### config.mk
export PLATFORM = sky130hd
export DESIGN_NAME = chroma_hue_gain
export DESIGN_NICKNAME = d
export VERILOG_FILES = /design/src/rtl/chg_pkg.sv /design/src/rtl/chg_capture.sv /design/src/rtl/chg_hue_lane.sv /design/src/rtl/chg_gain_lane.sv /design/src/rtl/chroma_hue_gain.sv
export SDC_FILE = /design/constraint.sdc
export NUM_CORES = 1
export LEC_CHECK = 0
export BUFFER_PORTS_ARGS = -buffer_cell sky130_fd_sc_hd__buf_2
export CORE_ASPECT_RATIO = 0.5
export CORE_UTILIZATION = 55
export CTS_BUF_LIST = sky130_fd_sc_hd__clkbuf_2 sky130_fd_sc_hd__clkbuf_4 sky130_fd_sc_hd__clkbuf_8
export CTS_CLUSTER_SIZE = 28
export DETAILED_ROUTE_END_ITERATION = 16
export GPL_ROUTABILITY_DRIVEN = 0
export PLACE_DENSITY = 0.72
export SLEW_MARGIN = 20
export SYNTH_ARGS = -nofsm -noshare
export SYNTH_HDL_FRONTEND = slang
export SYNTH_SLANG_ARGS = --single-unit
### constraint.sdc
create_clock -name clk -period 4.5 [get_ports clk]
set_clock_uncertainty 0.1 [all_clocks]
set_input_delay 0.225 -clock clk [delete_from_list [all_inputs] [get_ports clk]]
set_output_delay 0.225 -clock clk [all_outputs]
set_load 0.02 [all_outputs]
### src/rtl/chg_pkg.sv
package chg_pkg;
  localparam int LANES   = 2;
  localparam int LANE_RY = 0;
  localparam int LANE_BY = 1;
endpackage

### src/rtl/chg_capture.sv
// Stage 1: samples and coefficients are registered together on an accepted sample.
module chg_capture
  import chg_pkg::*;
#(
  parameter int DW = 8,
  parameter int KW = 8
) (
  input  logic                      clk,
  input  logic                      rst_n,
  input  logic                      vld_i,
  input  logic [LANES-1:0][DW-1:0]  samp_i,
  input  logic [LANES-1:0][KW-1:0]  hue_i,
  input  logic [LANES-1:0][KW-1:0]  gain_i,
  output logic [LANES-1:0][DW-1:0]  samp_q,
  output logic [LANES-1:0][KW-1:0]  hue_q,
  output logic [LANES-1:0][KW-1:0]  gain_q
);
  logic [LANES-1:0][DW-1:0] samp_d;
  logic [LANES-1:0][KW-1:0] hue_d;
  logic [LANES-1:0][KW-1:0] gain_d;

  always_comb begin
    samp_d = samp_q;
    hue_d  = hue_q;
    gain_d = gain_q;
    if (vld_i) begin
      samp_d = samp_i;
      hue_d  = hue_i;
      gain_d = gain_i;
    end
  end

  always_ff @(posedge clk or negedge rst_n) begin
    if (!rst_n) begin
      samp_q <= '0;
      hue_q  <= '0;
      gain_q <= '0;
    end else begin
      samp_q <= samp_d;
      hue_q  <= hue_d;
      gain_q <= gain_d;
    end
  end

  // coefficients are frozen between accepted samples
  a_r9_coef_frozen: assert property (@(posedge clk) disable iff (!rst_n)
    !vld_i |=> ($stable(hue_q) && $stable(gain_q)));
endmodule

### src/rtl/chg_hue_lane.sv
// Stage 2: one axis plus a sign-magnitude weighted copy of the other axis.
module chg_hue_lane #(
  parameter int DW = 8,
  parameter int KW = 8,
  parameter int CW = DW + 2
) (
  input  logic                 clk,
  input  logic                 rst_n,
  input  logic                 vld_i,
  input  logic signed [DW-1:0] own_i,
  input  logic signed [DW-1:0] opp_i,
  input  logic        [KW-1:0] hue_i,
  output logic signed [CW-1:0] corr_q
);
  localparam int MW     = KW - 1;
  localparam int PW     = DW + KW + 1;
  localparam int HALF_I = 1 << (MW - 1);

  logic signed [PW-1:0] mag_x, opp_x, prod, term_full, rnd, term;
  logic signed [CW-1:0] own_x, corr_d;

  always_comb begin
    mag_x     = {{(PW-MW){1'b0}}, hue_i[MW-1:0]};
    opp_x     = {{(PW-DW){opp_i[DW-1]}}, opp_i};
    prod      = mag_x * opp_x;
    term_full = hue_i[KW-1] ? -prod : prod;
    rnd       = term_full + PW'(HALF_I);
    term      = rnd >>> MW;
    own_x     = {{(CW-DW){own_i[DW-1]}}, own_i};
    corr_d    = corr_q;
    if (vld_i) corr_d = own_x + term[CW-1:0];
  end

  always_ff @(posedge clk or negedge rst_n) begin
    if (!rst_n) corr_q <= '0;
    else        corr_q <= corr_d;
  end

  // zero magnitude passes the own axis through unchanged
  a_r6_no_cross: assert property (@(posedge clk) disable iff (!rst_n)
    (vld_i && hue_i[MW-1:0] == '0) |=> (corr_q == $past(own_x)));
endmodule

### src/rtl/chg_gain_lane.sv
// Stage 3: gain with a power-of-two unity code, rounding and saturation.
module chg_gain_lane #(
  parameter int DW = 8,
  parameter int KW = 8,
  parameter int CW = DW + 2,
  parameter int GF = 5
) (
  input  logic                 clk,
  input  logic                 rst_n,
  input  logic                 vld_i,
  input  logic signed [CW-1:0] corr_i,
  input  logic        [KW-1:0] code_i,
  output logic signed [DW-1:0] q
);
  localparam int GW     = CW + KW + 1;
  localparam int QMAX   = (1 << (DW - 1)) - 1;
  localparam int QMIN   = -(1 << (DW - 1));
  localparam int HALF_I = 1 << (GF - 1);
  localparam int UNITY  = 1 << GF;
  localparam logic signed [GW-1:0] S_MAX = GW'(QMAX);
  localparam logic signed [GW-1:0] S_MIN = GW'(QMIN);
  localparam logic signed [CW-1:0] C_MAX = CW'(QMAX);
  localparam logic signed [CW-1:0] C_MIN = CW'(QMIN);
  localparam logic signed [DW-1:0] Q_MAX = DW'(QMAX);
  localparam logic signed [DW-1:0] Q_MIN = DW'(QMIN);

  logic signed [GW-1:0] corr_x, code_x, prod, rnd, shf;
  logic signed [DW-1:0] sat, q_d;

  always_comb begin
    corr_x = {{(GW-CW){corr_i[CW-1]}}, corr_i};
    code_x = {{(GW-KW){1'b0}}, code_i};
    prod   = corr_x * code_x;
    rnd    = prod + GW'(HALF_I);
    shf    = rnd >>> GF;
    if (shf > S_MAX)      sat = Q_MAX;
    else if (shf < S_MIN) sat = Q_MIN;
    else                  sat = shf[DW-1:0];
    q_d = vld_i ? sat : q;
  end

  always_ff @(posedge clk or negedge rst_n) begin
    if (!rst_n) q <= '0;
    else        q <= q_d;
  end

  // clamp at both ends
  a_r8_clamp_high: assert property (@(posedge clk) disable iff (!rst_n)
    (vld_i && shf > S_MAX) |=> (q == Q_MAX));
  a_r8_clamp_low: assert property (@(posedge clk) disable iff (!rst_n)
    (vld_i && shf < S_MIN) |=> (q == Q_MIN));
  // unity code passes an in-range value unchanged
  a_r7_unity: assert property (@(posedge clk) disable iff (!rst_n)
    (vld_i && code_i == KW'(UNITY) && corr_i <= C_MAX && corr_i >= C_MIN)
    |=> (q == $past(corr_i[DW-1:0])));
  // output holds when nothing new arrives
  a_r10_hold: assert property (@(posedge clk) disable iff (!rst_n)
    !vld_i |=> $stable(q));
endmodule

### src/rtl/chroma_hue_gain.sv
module chroma_hue_gain
  import chg_pkg::*;
#(
  parameter int DW = 8,
  parameter int KW = 8,
  parameter int GF = 5
) (
  input  logic                 clk,
  input  logic                 rst_n,
  input  logic                 in_vld,
  input  logic signed [DW-1:0] in_ry,
  input  logic signed [DW-1:0] in_by,
  input  logic        [KW-1:0] hue_ry,
  input  logic        [KW-1:0] hue_by,
  input  logic        [KW-1:0] gain_ry,
  input  logic        [KW-1:0] gain_by,
  output logic                 out_vld,
  output logic signed [DW-1:0] out_ry,
  output logic signed [DW-1:0] out_by
);
  localparam int CW    = DW + 2;
  localparam int DEPTH = 3;

  // reset: asserted asynchronously, released on the clock
  logic [1:0] rs_q, rs_d;
  logic       rst_q;
  assign rs_d  = {rs_q[0], 1'b1};
  assign rst_q = rs_q[1];
  always_ff @(posedge clk or negedge rst_n) begin
    if (!rst_n) rs_q <= '0;
    else        rs_q <= rs_d;
  end

  // valid pipeline
  logic [DEPTH-1:0] vp_q, vp_d;
  assign vp_d = {vp_q[DEPTH-2:0], in_vld};
  always_ff @(posedge clk or negedge rst_q) begin
    if (!rst_q) vp_q <= '0;
    else        vp_q <= vp_d;
  end
  assign out_vld = vp_q[DEPTH-1];

  logic [LANES-1:0][DW-1:0] samp_in, samp_s1;
  logic [LANES-1:0][KW-1:0] hue_in, hue_s1, gain_in, gain_s1;
  logic signed [CW-1:0]     corr_s2 [LANES];
  logic signed [DW-1:0]     res_s3  [LANES];

  assign samp_in[LANE_RY] = in_ry;
  assign samp_in[LANE_BY] = in_by;
  assign hue_in[LANE_RY]  = hue_ry;
  assign hue_in[LANE_BY]  = hue_by;
  assign gain_in[LANE_RY] = gain_ry;
  assign gain_in[LANE_BY] = gain_by;

  chg_capture #(.DW(DW), .KW(KW)) u_cap (
    .clk(clk), .rst_n(rst_q), .vld_i(in_vld),
    .samp_i(samp_in), .hue_i(hue_in), .gain_i(gain_in),
    .samp_q(samp_s1), .hue_q(hue_s1), .gain_q(gain_s1)
  );

  for (genvar i = 0; i < LANES; i++) begin : g_lane
    chg_hue_lane #(.DW(DW), .KW(KW), .CW(CW)) u_hue (
      .clk(clk), .rst_n(rst_q), .vld_i(vp_q[0]),
      .own_i($signed(samp_s1[i])), .opp_i($signed(samp_s1[LANES-1-i])),
      .hue_i(hue_s1[i]), .corr_q(corr_s2[i])
    );
    logic [KW-1:0] code_s2_q, code_s2_d;
    assign code_s2_d = vp_q[0] ? gain_s1[i] : code_s2_q;
    always_ff @(posedge clk or negedge rst_q) begin
      if (!rst_q) code_s2_q <= '0;
      else        code_s2_q <= code_s2_d;
    end
    chg_gain_lane #(.DW(DW), .KW(KW), .CW(CW), .GF(GF)) u_gain (
      .clk(clk), .rst_n(rst_q), .vld_i(vp_q[1]),
      .corr_i(corr_s2[i]), .code_i(code_s2_q), .q(res_s3[i])
    );
  end

  assign out_ry = res_s3[LANE_RY];
  assign out_by = res_s3[LANE_BY];

  // fixed three-clock latency in both directions
  a_r2_latency: assert property (@(posedge clk) disable iff (!rst_q)
    in_vld |=> ##2 out_vld);
  a_r2_no_spurious: assert property (@(posedge clk) disable iff (!rst_q)
    !in_vld |=> ##2 !out_vld);
endmodule

## Word level (Yosys, flattened, before mapping)

Index checks and enable logic that the tools add are counted.

| operators by class | value |
|---|---|
| multiplexer cells | 6 |
| order comparisons | 4 |
| $mul | 4 |
| $add $sub $neg | 8 |

Operators by type and width:

| operator | count |
|---|---|
| $add A19 B6 Y19 const B | 2 |
| $mul A10 B9 Y19 | 2 |
| $add A17 B8 Y17 const B | 2 |
| $mux W17 | 2 |
| $neg A17 Y17 | 2 |
| $mul A8 B8 Y16 | 2 |
| $mux W8 | 4 |
| $gt A14 B8 Y1 const B | 2 |
| $lt A14 B8 Y1 const B | 2 |
| $add A10 B10 Y10 | 2 |

| storage, ports and cells | value |
|---|---|
| register bits after elaboration | 105 |
| word-level logic and storage cells | 36 |
| input port bits | 51 |
| output and inout port bits | 17 |

## Longest topological paths before layout

Gate-level depths: netlist of the first run.

| depth | value |
|---|---|
| depth after elaboration | 5 |
| gate-level depth with buffers | 31 |
| mapped depth without buffers | 31 |

## By module

Synthesis of the first run repeated with hierarchy kept, for this count alone.

| unflattened totals | value |
|---|---|
| cell total of the unflattened synthesis | 1,709 |
| area total of the unflattened synthesis | 16,573.4 µm² |

By module, submodules not included:

| module | seq. area each (µm²) | area an instance (µm²) | cells an instance | times used |
|---|---|---|---|---|
| chg_gain_lane (g_lane[1].u_gain) | 200.2 | 3,806.2 | 427 | 1 |
| chg_gain_lane (g_lane[0].u_gain) | 200.2 | 3,498.4 | 384 | 1 |
| chg_hue_lane (g_lane[0].u_hue) | 250.2 | 3,338.2 | 387 | 1 |
| chg_hue_lane (g_lane[1].u_hue) | 250.2 | 3,291.9 | 370 | 1 |
| chg_capture | 1,201.2 | 1,860.5 | 101 | 1 |
| chroma_hue_gain | 525.5 | 778.2 | 40 | 1 |

## Least setup slack after synthesis of the first run

Ideal clock, no wire load.

| timing | value |
|---|---|
| kind | register to register |
| from | register u_cap.samp_q[15] (netlist bit) |
| to | register g_lane[0].u_hue.corr_q[9] |
| path buffers | 0 |
| stages on the path, launching flop included | 29 |
| arrival time | 6.499 ns |
| slack | -2.224 ns |
| period minus slack after synthesis | 6.724 ns |
| setup time | 0.125 ns |
| required time | 4.275 ns |
| path through | dfrtp_1 -> nor2b_1 -> fa_1 -> inv_1 -> fa_1 -> inv_1 -> fa_1 -> inv_1 -> fa_1 -> inv_1 -> ha_1 -> nor3b_1 -> a211o_1 -> a2111oi_0 -> a21oi_1 -> xnor2_1 -> nor2_1 -> nor2_1 -> o21ai_0 -> o21ai_0 -> xor2_1 -> ha_1 -> a21oi_1 -> o21ai_0 -> a21o_1 -> a21oi_1 -> xnor2_1 -> xnor2_1 -> mux2_4 |

| on the way | value |
|---|---|
| longest elaborated chain between the ends | 5 |

Ends and longest elaborated chain:

| item | RTL line | source |
|---|---|---|
| start: declaration | chg_capture.sv:14 | `output logic [LANES-1:0][DW-1:0] samp_q,` |
| start signal: assignment | chg_capture.sv:39 | `samp_q <= samp_d;` |
| $mul A8 B8 Y16 (*) | chg_hue_lane.sv:25 | `prod = mag_x * opp_x;` |
| $neg A17 Y17 | chg_hue_lane.sv:26 | `term_full = hue_i[KW-1] ? -prod : prod;` |
| $mux W17 (*) | chg_hue_lane.sv:26 |  |
| $add A17 B8 Y17 (*) | chg_hue_lane.sv:27 | `rnd = term_full + PW'(HALF_I);` |
| $add A10 B10 Y10 (*) | chg_hue_lane.sv:31 | `if (vld_i) corr_d = own_x + term[CW-1:0];` |
| end signal: assignment | chg_hue_lane.sv:36 | `else corr_q <= corr_d;` |
| end: declaration | chg_hue_lane.sv:13 | `output logic signed [CW-1:0] corr_q` |

Every way passes the cells marked *; elsewhere a longest branch is shown, timed or not.
A chain may end at the register's enable or synchronous reset.

## Worst setup path after layout of the first run

| timing | value |
|---|---|
| from | register u_cap.hue_q[2] (netlist bit) |
| to | register g_lane[0].u_hue.corr_q[9] |

| on the way | value |
|---|---|
| longest elaborated chain between the ends | 5 |

Ends and longest elaborated chain:

| item | RTL line | source |
|---|---|---|
| start: declaration | chg_capture.sv:15 | `output logic [LANES-1:0][KW-1:0] hue_q,` |
| start signal: assignment | chg_capture.sv:40 | `hue_q <= hue_d;` |
| $mul A8 B8 Y16 (*) | chg_hue_lane.sv:25 |  |
| $neg A17 Y17 | chg_hue_lane.sv:26 |  |
| $mux W17 (*) | chg_hue_lane.sv:26 |  |
| $add A17 B8 Y17 (*) | chg_hue_lane.sv:27 |  |
| $add A10 B10 Y10 (*) | chg_hue_lane.sv:31 |  |

Marks and branches as above.

==> reports/qor.csv, run 1 <==
metric,value,unit
finalSetupViolCount,36,
netlist_area,15960,um^2
timing.final.crit_share,1.468,
die-area,29750,um^2
portBuffers,67,
root_buffer,clkbuf_8,
synth_cell_types,82,
drv_cap,0,
vias,13680,
drt_wl_total,43760,um
drt-vias-per-instance,5.407,
final_max_slew_viol_count,0,
synthFlopType,dfrtp_1,
critPathCaptureType,flip-flop,
synth_top_area_frac,0.2458,
wl_per_cell,17.30,um
final.min_clock_period,6604,ps
drc,0,
drt_iter0_drc,850,
worstMarginPinSlew,858.3,ps
startpoint_type,flip-flop,
cts_inserted_buffers,9,
syn_nets,2115,
start_util,0.5684,
place_ws,-1924,ps
outcome,finished with violations,
num_antenna_cells,0,
insertion_delay,430,ps
synth_edf_count,0,
first_pass_iters,7,
overflow,0,
antenna_left,0,
ctsHtreeMaxLevel,3,
drive_above_1_share,0.4120,
antenna_found_initial,0,
fin_ws,-2104,ps
io_pins,68,
layout_common_cells,"345 x buf_4, 275 x inv_1, 182 x fa_1",
ys_warn_count,0,
clk_pin_slew,120,ps
critical_path.slowest_cell,dfrtp_2,
syn_avg_cell_area,9.570,um^2
dp.final_hpwl,31500,um
synth_area_leader_cell,fa_1,
clock-sinks,105,
worstPathArrival,6830,ps
core-area,28080,um^2
grt_pass1_wl,69610,um
rsz0062_at_grt,true,
async_flop_share,1.000,
clockBufferDepth,2,
violations,negative setup slack,
syn2layout_area_growth,39.30,%
reg2reg_slack,-2100,ps
synthTopCellsByArea,"fa_1 25%, dfrtp_1 16%, ha_1 16%, inv_1 7.2%, and2_1 6.9%",
rows,43,
cp_max_fo,4,
die_y,122.5,um
netlist_instances,1668,
grt_pass1_vias,14499,
cts_tree,built,
chipWidth,242.9,um
hold_ws,270.3,ps
cp_data_required_time,4720,ps
worst_path_most_repeated_cell,inv_1,
final_util,0.7918,
hold_violations,0,
max_freq,151.4,MHz
yosysSeqAreaShare,0.1646,
worstHoldPathType,reg -> reg,
final_common_cell,buf_4,
grt_max_degree,63,
nNetsFinal,2590,
ys_ff_latch,105,
track_usage,0.2922,
max_stage_delay,460,ps
slew_headroom,0.4278,
path_class,reg -> reg,
==> synthesized netlist by cell type (8+ instances only) <==
library cell	n
nor3_1	13
xnor2_1	70
a21o_1	15
o21bai_1	8
mux2_2	78
dfrtp_1	105
nand2_1	128
nand2b_1	9
nor2_1	42
o21a_1	9
fa_1	196
and2_1	176
xor2_1	25
a21oi_1	58
ha_1	200
nand3_1	13
clkbuf_1	31
inv_1	305
nor2b_1	18
o31ai_1	8
o21ai_0	31
==> flip-flops by register name, indices dropped and copies added (netlist names) <==
name	cells
u_cap.samp_q	16
g_lane.code_s2_q	16
g_lane.u_gain.q	16
vp_q	3
rs_q	2
u_cap.gain_q	16
u_cap.hue_q	16
g_lane.u_hue.corr_q	20
==> metrics by stage <==
stage,instance area (um^2),setup TNS (ps),instances
detailed placement,19680,-44240,2397
floorplan,16730,-29240,1668
global route,22240,-50220,2530
finish,22240,-43190,2530
global placement,19680,-40360,2397
CTS,21660,-39740,2512
==> final timing paths <==
path | start | to | cells after the start
max in group asynchronous | rs_q[1] | g_lane[0].u_hue.corr_q[5] | 1
min in group asynchronous | rs_q[1] | u_cap.hue_q[0] | 0
worst max register to register | u_cap.hue_q[2] | g_lane[0].u_hue.corr_q[9] | 30
worst min-delay path | rs_q[0] | rs_q[1] | 0
worst min register to register | rs_q[0] | rs_q[1] | 0
worst max-delay path | u_cap.hue_q[2] | g_lane[0].u_hue.corr_q[9] | 30
==> per-layer routing <==
layer / track usage / routed length, um
met2: 0.5221 / 21720
met3: 0.04330 / 2134
met1: 0.3719 / 18600
met5: 0 / 0
met4: 0.08373 / 1306
==> cells by family (layout without fill, tap and decap cells) <==
family / after synthesis / count (layout) / share of synthesized area
simple gates: 444 / 444 / 0.1517
flops: 105 / 105 / 0.1646
other cells: 1 / 1 / 0.0002349
fa+ha+maj: 396 / 396 / 0.4026
mux: 83 / 83 / 0.05847
xor+xnor: 98 / 98 / 0.05557
buf+inv: 343 / 823 / 0.08230
compound gates: 198 / 198 / 0.08458
==> timing repair <==
| action | 4_1_cts | 5_1_grt |
|---|---|---|
| endpoints found under the hold margin | 50 | 0 |
| gates resized for setup | 184 | 104 |
| pin swaps | 137 | 104 |
| buffers inserted | 56 | 26 |
| setup endpoints to repair | 36 | 36 |
| hold buffers | 50 | 0 |
==> area by class of cell <==
class                           instances  area, um^2
Clock buffer                           10       131.4
Fill cell                            1591        5848
Inverter                              305        1145
Timing Repair Buffer                  502        3885
Multi-Input combinational cell       1220       13830
Clock inverter                          6       85.08
Tap cell                              382       478.0
Sequential cell                       105        2683
==> critical path, delay by kind of cell, from the launching register on <==
family / cells / cell delay (ps)
and+or+nand+nor: 3 / 390
xor gates and xnor gates: 4 / 560
AOI/OAI and AO/OA: 10 / 2060
adders and majority gates: 6 / 2050
muxes: 1 / 250
buffers and inverters: 6 / 640
DFF: 1 / 460
Power of run 1 is left out: the tool's default activity adds up to more than one toggle a clock period on the data nets, which glitch-free logic cannot reach.
==> run 2, diff against run 1 <==
--- a/config.mk
+++ b/config.mk
@@ -6,7 +6,6 @@
 export NUM_CORES = 1
 export LEC_CHECK = 0
 export BUFFER_PORTS_ARGS = -buffer_cell sky130_fd_sc_hd__buf_2
-export CORE_ASPECT_RATIO = 0.5
 export CORE_UTILIZATION = 55
 export CTS_BUF_LIST = sky130_fd_sc_hd__clkbuf_2 sky130_fd_sc_hd__clkbuf_4 sky130_fd_sc_hd__clkbuf_8
 export CTS_CLUSTER_SIZE = 28
==> run 2 against run 1 <==
Effect of this change:
- the run still ends with negative setup slack left
- global-route usage decreased by 1.5 points
- worst setup slack improved by 58 ps
- routed wire length rose by 0.90%
- flip-flop and latch count did not move
- final cell count shrank 0.99%
- count of clock-buffer cells in the layout stayed put
- first-iteration DRC count is 0.82% lower
- core utilization down 2.4 points
- fmax is 0.88% higher
- worst hold slack worse by 230 ps
- non-clock buffer count is 27 lower
- critical path type unchanged
- critical endpoint unchanged
- highest routed layer unchanged
==> reports/qor.csv, run 2 (synthesized netlist as in run 1, its figures left out) <==
metric,value,unit
violations,negative setup slack,
clockBufferDepth,2,
portBuffers,67,
finalSetupViolCount,36,
dp.final_hpwl,29780,um
io_pins,68,
first_pass_iters,5,
fill_cells,1715,
die_y,172.4,um
overflow,0,
drt_wl_total,44160,um
critical_path.slowest_cell,fa_1,
slew_headroom,0.3968,
num_antenna_cells,0,
cts_inserted_buffers,9,
vias,13685,
worstHoldPathType,in -> async,
root_buffer,clkbuf_8,
largest_reg_flops,20,
clk_pin_slew,130,ps
layout_common_cells,"318 x buf_4, 276 x inv_1, 181 x fa_1",
nNetsFinal,2563,
cts_tree,built,
final.min_clock_period,6547,ps
largest_register,g_lane.u_hue.corr_q,
wl_per_cell,17.63,um
ctsHtreeMaxLevel,3,
core-area,28630,um^2
cp_data_required_time,4720,ps
worstMarginPinSlew,904.8,ps
critPathCaptureType,flip-flop,
max_stage_delay,600,ps
drt-vias-per-instance,5.463,
grt_max_degree,67,
antenna_left,0,
timing.final.crit_share,1.455,
worstPathArrival,6770,ps
grt_pass1_vias,14120,
grt_pass1_wl,65080,um
die-area,29710,um^2
drv_cap,0,
drc,0,
final_max_slew_viol_count,0,
critPathBufInv,6,
clock-sinks,105,
drt_iter0_drc,843,
outcome,finished with violations,
start_util,0.5577,
startpoint_type,flip-flop,
fin_ws,-2047,ps
place_ws,-1926,ps
syn2layout_area_growth,37.66,%
track_usage,0.2775,
insertion_delay,420,ps
setup-tns-final,-45210,ps
critPathTopFamily,adder cells,
final_common_cell,buf_4,
max_freq,152.7,MHz
cp_max_fo,6,
rsz0062_at_grt,true,
antenna_found_initial,0,
chipWidth,172.4,um
hold_violations,0,
rows,62,
path_class,reg -> reg,
drive_above_1_share,0.3923,
run 2: cell type report:
cell class              instances  area (um^2)  share of cell area
well taps                     384        480.5             0.02186
inverters                     305         1145             0.05210
repair buffers                475         3710              0.1688
clock inverters                 6        62.56            0.002847
clock buffers                  10        131.4            0.005978
flip-flops and latches        105         2673              0.1216
multi-input cells            1220        13770              0.6268
run 2: metrics by stage:
| stage | std cells | hold WS (ps) | util | cell area, um^2 |
|---|---|---|---|---|
| 6_report | 2505 | 43.16 | 0.7677 | 21970 |
| 2_1_floorplan | 1668 | -170.6 | - | 16730 |
| 5_1_grt | 2505 | 30.20 | 0.7677 | 21970 |
| 4_1_cts | 2479 | 5.426 | 0.7371 | 21100 |
| 3_5_place_dp | 2390 | -85.62 | 0.6862 | 19640 |
| 3_3_place_gp | 2390 | -90.18 | 0.6862 | 19640 |
run 2: metal layers:
layer / track usage / routed length, um / vias to the layer above
li1: - / - / 6259
met1: 0.3331 / 17590 / 6773
met2: 0.5007 / 22710 / 492
met3: 0.03571 / 2063 / 161
met4: 0.1112 / 1792 / 0
met5: 0 / 0 / -
run 2: path summary, 6_finish.rpt:
kind,startpoint,endpoint,slack (ps),cells after the start
min,rst_n,rs_q[1],40,2
min reg2reg,rs_q[0],rs_q[1],270,0
max,u_cap.hue_q[3],g_lane[0].u_hue.corr_q[9],-2050,27
max reg2reg,u_cap.hue_q[3],g_lane[0].u_hue.corr_q[9],-2050,27
min in group clk,rs_q[0],rs_q[1],270,0
max in group asynchronous,rs_q[1],g_lane[0].code_s2_q[1],2880,1
run 2: what timing repair did:
item                                    in CTS  in global routing
hold buffers                                49                  0
gates resized for setup                    122                146
buffers inserted                            34                 35
endpoints found under the hold margin       50                  0
endpoints found under the setup margin      36                 36
pin swaps                                   74                105
gates cloned                                 0                  0
run 2: worst register-to-register path, cell delays in order, from the launching register on:
cell      delay, ps
dfrtp_2         460
buf_4           160
nand2_2          90
fa_1            440
fa_1            500
inv_1            50
fa_1            530
inv_1            70
fa_1            600
inv_1           100
ha_4            310
o211ai_1        160
o21ai_1         210
xor2_1          290
buf_4           200
and4_1          250
a31oi_4          60
xor2_1          200
ha_1            310
inv_1           120
o21bai_1        120
a21oi_2         210
o21ai_2          90
a21o_1          190
a21oi_2         150
xnor2_1         140
xnor2_1          80
mux2_4          250
Power of run 2 is left out for the same reason.
==> run 3, diff against run 2 <==
--- a/config.mk
+++ b/config.mk
@@ -6,6 +6,7 @@
 export NUM_CORES = 1
 export LEC_CHECK = 0
 export BUFFER_PORTS_ARGS = -buffer_cell sky130_fd_sc_hd__buf_2
+export CORE_MARGIN = 3
 export CORE_UTILIZATION = 55
 export CTS_BUF_LIST = sky130_fd_sc_hd__clkbuf_2 sky130_fd_sc_hd__clkbuf_4 sky130_fd_sc_hd__clkbuf_8
 export CTS_CLUSTER_SIZE = 28
==> run 3 against run 2 <==
Effect of this change:
- the run still ends with negative setup slack left
- via count fell by 0.97%
- core utilization rose by 2.0 points
- fmax rose by 0.89%
- routed wire length fell by 1.4%
- register-to-register slack improved by 60 ps
- global-route usage fell by 1.1 points
- non-clock buffer count rose by 23
- critical path depth rose by 1
- worst setup slack improved by 58 ps
- flip-flop and latch count did not move
- first-iteration DRC count rose by 10%
==> reports/qor.csv, run 3 (synthesized netlist as in run 1, its figures left out) <==
metric,value,unit
timing.final.crit_share,1.442,
antenna_left,0,
place_area,19640,um^2
finalSetupViolCount,36,
critPathCaptureType,flip-flop,
worstMarginPinSlew,908.3,ps
fill_cells,1633,
first_pass_iters,5,
largest_reg_flops,20,
largest_register,g_lane.u_hue.corr_q,
clk_pin_slew,140,ps
die-area,31100,um^2
worst_path_most_repeated_cell,fa_1,
syn2layout_area_growth,38.93,%
chipWidth,176.4,um
grt_pass1_wl,68190,um
nNetsFinal,2586,
drt-vias-per-instance,5.374,
critPathBufInv,4,
final_max_slew_viol_count,0,
max_stage_delay,540,ps
drt_wl_total,43540,um
io_pins,68,
cts_inserted_buffers,9,
final_common_cell,buf_4,
ff_latch_area,2674,um^2
drc,0,
root_buffer,clkbuf_8,
clockBufferDepth,2,
critPathTopFamily,adder cells,
fin_ws,-1989,ps
cp_max_fo,5,
drt_iter0_drc,930,
dp.final_hpwl,29990,um
insertion_delay,430,ps
cts_tree,built,
core-area,28160,um^2
portBuffers,67,
grt_max_degree,65,
critical_path.slowest_cell,fa_1,
grt_pass1_vias,14371,
violations,negative setup slack,
slew_headroom,0.3944,
final_area,22180,um^2
ctsHtreeMaxLevel,3,
worstHoldPathType,in -> reg,
startpoint_type,flip-flop,
antenna_found_initial,0,
num_antenna_cells,0,
layout_common_cells,"336 x buf_4, 267 x inv_1, 179 x fa_1",
clock-sinks,105,
rows,61,
final.min_clock_period,6489,ps
die_y,176.4,um
drv_cap,0,
hold_violations,0,
outcome,finished with violations,
track_usage,0.2662,
drive_above_1_share,0.4039,
worstPathArrival,6700,ps
cp_data_required_time,4720,ps
vias,13552,
wl_per_cell,17.26,um
max_freq,154.1,MHz
rsz0062_at_grt,true,
start_util,0.5668,
overflow,0,
multi_input_area,13770,um^2
path_class,reg -> reg,
==> run 3: metal layers <==
layer,vias up,global-route usage,wire length [um]
met5,-,0,0
met3,95,0.03075,1579
met1,6794,0.3365,17880
met2,364,0.4912,22940
li1,6299,-,-
met4,0,0.05696,1138
==> run 3: stage by stage <==
step | hold slack (ps) | std cells | setup slack [ps] | setup TNS (ps) | utilization
floorplan | -170.6 | 1668 | -1707 | -29240 | -
CTS | 210.3 | 2503 | -1811 | -40290 | 0.7591
finish | 255.1 | 2522 | -1989 | -43670 | 0.7875
global placement | -89.13 | 2385 | -1801 | -41190 | 0.6975
detailed placement | -87.44 | 2385 | -1963 | -44350 | 0.6975
global route | 256.6 | 2522 | -2173 | -51950 | 0.7875
==> run 3: worst paths after layout <==
| path | slack [ps] | endpoint | cells after the start | from |
|---|---|---|---|---|
| setup / recovery | -1990 | g_lane[0].u_hue.corr_q[9] | 28 | u_cap.samp_q[15] |
| hold / removal | 260 | u_cap.hue_q[9] | 2 | in_vld |
| setup reg to reg | -1990 | g_lane[0].u_hue.corr_q[9] | 28 | u_cap.samp_q[15] |
| hold reg to reg | 260 | rs_q[1] | 0 | rs_q[0] |
| max in group asynchronous | 2820 | g_lane[0].code_s2_q[0] | 1 | rs_q[1] |
| min in group asynchronous | 350 | u_cap.samp_q[13] | 0 | rs_q[1] |
==> run 3: repair_timing <==
action / 4_1_cts / 5_1_grt
endpoints found under the hold margin: 50 / 0
setup buffers: 60 / 27
pin swaps: 83 / 101
cloned: 0 / 0
gates resized for setup: 141 / 138
hold buffers: 50 / 0
endpoints found under the setup margin: 36 / 36
==> run 3: worst reg2reg max path: cells and delay by family, from the launching register on <==
family	cells	cell delay, ps
buffers and inverters	4	200
adder cells (fa/ha/maj)	6	2600
multiplexers	1	270
flip-flops	1	480
AND/OR/NAND/NOR	4	540
XOR/XNOR	4	560
AO/OA/AOI/OAI	9	1650
==> run 3: layout make-up <==
| cell class | count | area share |
|---|---|---|
| Clock buffer | 9 | 0.005585 |
| Clock inverter | 7 | 0.004006 |
| Inverter | 305 | 0.05173 |
| Multi-Input combinational cell | 1220 | 0.6209 |
| Sequential cell | 105 | 0.1206 |
| Tap cell | 378 | 0.02133 |
| Timing Repair Buffer | 498 | 0.1759 |
Power of run 3 is left out for the same reason.
